**src/rtl/cobg_pkg.sv**
```systemverilog
package cobg_pkg;

    localparam int LOG2_MAX = 2;
    localparam int CNT_W    = LOG2_MAX;

    typedef enum logic [1:0] {
        SEL_FLOAT = 2'b00,
        SEL_LOW   = 2'b01,
        SEL_HIGH  = 2'b10,
        SEL_SPARE = 2'b11
    } div_pin_e;

    // ratio held as log2 of the divide value
    typedef enum logic [1:0] {
        RAT_1 = 2'd0,
        RAT_2 = 2'd1,
        RAT_4 = 2'd2
    } ratio_e;

    typedef struct packed {
        ratio_e             ratio;
        logic [CNT_W-1:0]   idx;
        logic               level;
    } div_state_t;

    function automatic ratio_e decode_sel(input logic [1:0] sel);
        case (div_pin_e'(sel))
            SEL_LOW:  return RAT_2;
            SEL_HIGH: return RAT_4;
            default:  return RAT_1;
        endcase
    endfunction

    function automatic logic [CNT_W-1:0] last_idx(input ratio_e r);
        return CNT_W'((32'd1 << int'(r)) - 32'd1);
    endfunction

    function automatic logic [CNT_W-1:0] half_cnt(input ratio_e r);
        return CNT_W'((32'd1 << int'(r)) >> 1);
    endfunction

endpackage

```
**src/rtl/cobg_divider.sv**
```systemverilog
module cobg_divider
    import cobg_pkg::*;
(
    input  logic    clk_in,
    input  logic    rst,
    input  logic [1:0] sel,
    output ratio_e  ratio_o,
    output logic    level_o,
    output logic    bound_o
);

    div_state_t st_q;
    div_state_t st_d;
    ratio_e     req;
    logic       bound;
    logic [CNT_W-1:0] nxt_idx;

    always_comb begin
        req     = decode_sel(sel);
        bound   = (st_q.idx == last_idx(st_q.ratio));
        nxt_idx = st_q.idx + 1'b1;
        st_d    = st_q;
        if (bound) begin
            st_d.ratio = req;
            st_d.idx   = '0;
            st_d.level = (req != RAT_1);
        end else begin
            st_d.idx   = nxt_idx;
            st_d.level = (nxt_idx < half_cnt(st_q.ratio));
        end
    end

    always_ff @(posedge clk_in) begin
        if (rst) begin
            st_q.ratio <= req;
            st_q.idx   <= last_idx(req);
            st_q.level <= 1'b0;
        end else begin
            st_q <= st_d;
        end
    end

    assign ratio_o = st_q.ratio;
    assign level_o = st_q.level;
    assign bound_o = bound;

endmodule

```
**src/rtl/cobg_en_sync.sv**
```systemverilog
module cobg_en_sync #(
    parameter int STAGES = 2
) (
    input  logic clk_in,
    input  logic rst,
    input  logic en_req,
    input  logic safe,
    output logic en_on
);

    localparam int LAST = STAGES - 1;

    logic [LAST:0] sync_q;

    always_ff @(negedge clk_in) begin
        if (rst) begin
            sync_q <= '1;
        end else begin
            sync_q[0] <= en_req;
            for (int i = 1; i < LAST; i++) begin
                sync_q[i] <= sync_q[i-1];
            end
            if (safe) begin
                sync_q[LAST] <= sync_q[LAST-1];
            end
        end
    end

    assign en_on = sync_q[LAST];

endmodule

```
**src/rtl/cobg_out_stage.sv**
```systemverilog
module cobg_out_stage (
    input  logic src,
    input  logic en_on,
    input  logic diff_mode,
    output logic q_p,
    output logic q_n
);

    always_comb begin
        if (en_on) begin
            q_p = src;
            q_n = ~src;
        end else begin
            q_p = 1'b0;
            q_n = diff_mode;
        end
    end

endmodule

```
**src/rtl/clk_bank_gate_div.sv**
```systemverilog
module clk_bank_gate_div
    import cobg_pkg::*;
#(
    parameter int SYNC_STAGES = 2
) (
    input  logic       clk_in,
    input  logic       rst,
    input  logic [1:0] div_sel,
    input  logic       en_req,
    input  logic       diff_mode,
    output logic       q_p,
    output logic       q_n
);

    ratio_e ratio_cur;
    logic   level;
    logic   bound;
    logic   src;
    logic   safe;
    logic   en_on;

    cobg_divider u_div (
        .clk_in  (clk_in),
        .rst     (rst),
        .sel     (div_sel),
        .ratio_o (ratio_cur),
        .level_o (level),
        .bound_o (bound)
    );

    assign src  = (ratio_cur == RAT_1) ? clk_in : level;
    assign safe = (ratio_cur == RAT_1) | ~level;

    cobg_en_sync #(.STAGES(SYNC_STAGES)) u_en (
        .clk_in (clk_in),
        .rst    (rst),
        .en_req (en_req),
        .safe   (safe),
        .en_on  (en_on)
    );

    cobg_out_stage u_out (
        .src       (src),
        .en_on     (en_on),
        .diff_mode (diff_mode),
        .q_p       (q_p),
        .q_n       (q_n)
    );

endmodule

```
**config.mk**
```make
export PLATFORM = sky130hd
export DESIGN_NAME = clk_bank_gate_div
export DESIGN_NICKNAME = d
export VERILOG_FILES = /design/src/rtl/cobg_pkg.sv /design/src/rtl/cobg_divider.sv /design/src/rtl/cobg_en_sync.sv /design/src/rtl/cobg_out_stage.sv /design/src/rtl/clk_bank_gate_div.sv
export SDC_FILE = /design/constraint.sdc
export NUM_CORES = 1
export LEC_CHECK = 0
export ABC_AREA = 1
export BUFFER_PORTS_ARGS = -buffer_cell sky130_fd_sc_hd__buf_2
export CORE_AREA = 2 2 39 41
export CTS_BUF_LIST = sky130_fd_sc_hd__clkbuf_16
export DETAILED_ROUTE_END_ITERATION = 8
export DIE_AREA = 0 0 41 43
export MAX_ROUTING_LAYER = met4
export PLACE_DENSITY = 0.6
export SLEW_MARGIN = 10
export SYNTH_ARGS = -nofsm -noshare
export SYNTH_HDL_FRONTEND = slang
export SYNTH_SLANG_ARGS = --single-unit
```
**constraint.sdc**
```tcl
create_clock -name clk_in -period 3.8 [get_ports clk_in]
set_input_delay 0.57 -clock clk_in [delete_from_list [all_inputs] [get_ports clk_in]]
set_output_delay 0.57 -clock clk_in [all_outputs]
set_load 0.02 [all_outputs]
```
==> metrics.md <==
| Metric | Value |
|---|---|
| Endpoints failing setup | `0` |
| Critical-path cell list | `nand3_4 -> nand2_4 -> clkbuf_16 -> nor2_4 -> buf_6` |
| Pre-antenna DRT Iters | `4` |
| Largest family of logic cells by synthesized area | `simple AND/OR/NAND/NOR gates` |
| Distinct cells, synth | `13` |
| Gr ovfl total | `0` |
| Worst hold margin | `around 0.45 ns` |
| Slowest CP cell | `dfxtp_4` |
| Overall Global Routing Usage | `0.214` |
| Total number of vias | `435` |
| Initial core utilization | `0.282` |
| Ys Warns | `0` |
| Register area | `164 sq um` |
| Pre-CTS WS | `0.642 ns` |
| Synth top area cells | `dfxtp_1, edfxtp_1, nand2_1, ha_1, nand3_1` |
| Layout cells sized above 1 | `0.360` |
| Antenna cells | `0` |
| CTS tree | `done` |
| Area leader, netlist | `dfxtp_1` |
| Xor and xnor area share after synthesis | `0.0673` |
| Final HPWL DP | `roughly 530 microns` |
| Unrepaired setup endpoints after global routing | `yes` |
| WL final | `approximately 1300 microns` |
| Setup WS post-layout | `0.0258 ns` |
| Drt wl/cell | `13.7 microns` |
| Yosys top cell area share | `0.256` |
| Status | `complete, no violations` |
| Least-Margin Pin Slew | `between 0.3 and 0.4 ns` |
| Die area | `approximately 1800 sq um` |
| Die width | `41 microns` |
| Largest net degree at the start of global routing | `7` |
| Area of the multi-input gates | `244 sq um` |
| Max VDD drop | `0.453 mV` |
| Row cnt | `14` |
| Buf/Inv on CP | `2` |
| Drt initial violations | `18` |
| Via/cell ratio | `4.78` |
| Final Max Slew Viols | `0` |
| Kind of critical path | `flip-flop to output port` |
| Adder-cell share of the synthesized area | `0.0962` |
| Hold crit path type | `input pin to flip-flop` |
| CTS clock-pin slew for the worst setup and hold paths | `approximately 0.040 ns` |
| Layout net count | `84` |
| CP startpoint kind | `flip-flop` |
| Mux cell area share after synthesis | `0` |
| Register bit total from synthesis | `7` |
| Pwr dens | `1110 nW/um^2` |
| First-pass GRT wire length | `approximately 1900 microns` |
| ANT nets after route | `0` |
| Hold_buf cts | `0` |
| Max Cap Violations | `0` |
| IO Port Bufs | `7` |
| DRC Markers | `0` |
| Final setup TNS | `0 ns` |
| Pleak | `just under 0.4 nW` |
| Post-synthesis sequential area ratio | `0.410` |
| Simple-gate share of the synthesized area | `0.333` |
| Mapped Cells | `53` |
| Core Region | `~1400 sq um` |
| Syn avg cell area | `7.37 sq um` |
| Top delay family on crit path | `flip-flops` |
| Compound-Gate Fraction of Synth Area | `0.0256` |
| Mapped Nets | `62` |
| Layout Utilization | `0.572` |
| Slew margin rel. | `0.797` |
| Routability cong. | `0.810` |
| Die Span Y | `43 microns` |
| CP peak stage delay | `0.35 ns` |
| Area growth, synth to finish | `103%` |
| Worst Path Required | `about 3.2 ns` |
| Final hold violation count | `0` |
| Clk_lat worst skew | `0.44 ns` |
| Maximum fanout along the worst path | `3` |
| Initial antenna violation count | `0` |
| Fill count | `114` |
| Vias in the first global route | `494` |
| Worst Setup End Kind | `output port` |
| Synth Cell Area | `390 sq um` |
| Cell area after placement | `445 sq um` |
| Worst Clk Skew | `0.0992 ns` |
| Final instance area | `792 sq um` |
| CP Data Arrival Time | `3.20 ns` |
| Ports | `8` |
-- cell families after synthesis --
logic type / after synthesis
fa+ha+maj: 3
xor+xnor: 3
flops: 7
compound gates: 2
simple gates: 31
buf+inv: 7
-- layout by cell type (no fill, tap or decap) --
cell and n:
buf_4 2, edfxtp_1 2, o21ai_0 1, nor2_4 1
inv_1 8, clkinv_1 1, or2_2 2, buf_6 1
nand3_1 5, inv_2 1, xor2_1 2, ha_1 3
a21oi_1 1, nor2_1 5, dfxtp_1 4, buf_2 5
xnor2_1 1, dfxtp_4 1, nand2_1 15, clkbuf_16 11
nand3_4 2, nand2_4 1
-- registers in the layout (all words and copies together), names as in the netlist --
name	cells
u_div.level_o	1
u_div.ratio_o	2
u_div.st_q	2
u_en.sync_q	2
-- where the power goes --
part           switching [W]  leakage, nW  internal (W)
sequential         0.0000236       0.0627     0.0000973
clock               0.000161        0.174      0.000502
combinational      0.0000573        0.160     0.0000414
-- cell usage after synthesis (all sizes together) --
cell and count:
o21ai 1, xnor2 1, edfxtp 2, xor2 2, a21oi 1, or2 2, dfxtp 5, inv 7
ha 3, nand2 16, nand3 7, nor2 6
-- worst min-delay path: stages --
cell	delay, ns
buf_2	0.09
nand2_1	0.04
nand2_1	0.05
-- routing by layer --
metal	up-vias	track usage	wire (microns)
met4	0	0.347	78
met2	30	0.225	652
met3	9	0.236	104
met5	-	-	0
li1	210	-	-
met1	186	0.125	414
-- path summary, 6_finish.rpt --
check | cells after the start | end | slack (ns) | startpoint
hold reg to reg | 2 | u_en.sync_q[1] | 0.55 | u_en.sync_q[0]
setup / recovery | 5 | q_n | 0.03 | u_en.sync_q[1]
hold / removal | 3 | u_div.st_q[2] | 0.45 | rst
setup reg to reg | 5 | u_en.sync_q[1] | 0.85 | u_div.ratio_o[1]
-- area by class of cell --
| cell class | instances | area share |
|---|---|---|
| timing repair buffer | 6 | 0.0411 |
| clock inverter | 4 | 0.0190 |
| inverter | 6 | 0.0284 |
| multi-input combinational | 39 | 0.308 |
| sequential | 7 | 0.207 |
| clock buffer | 13 | 0.371 |
| tap | 16 | 0.0253 |
-- per-stage QoR --
step	power [W]	instances
floorplan	0.000210	53
global placement	0.000238	76
detailed placement	0.000239	76
CTS	0.000863	91
global route	0.000925	91
finish	0.000883	91
-- what timing repair did --
action / in CTS / in global routing
resized for setup: 8 / 5
setup endpoints to repair: 4 / 4
buffers inserted: 1 / 0
pin swaps: 1 / 1
(Power assumes the default switching activity.)
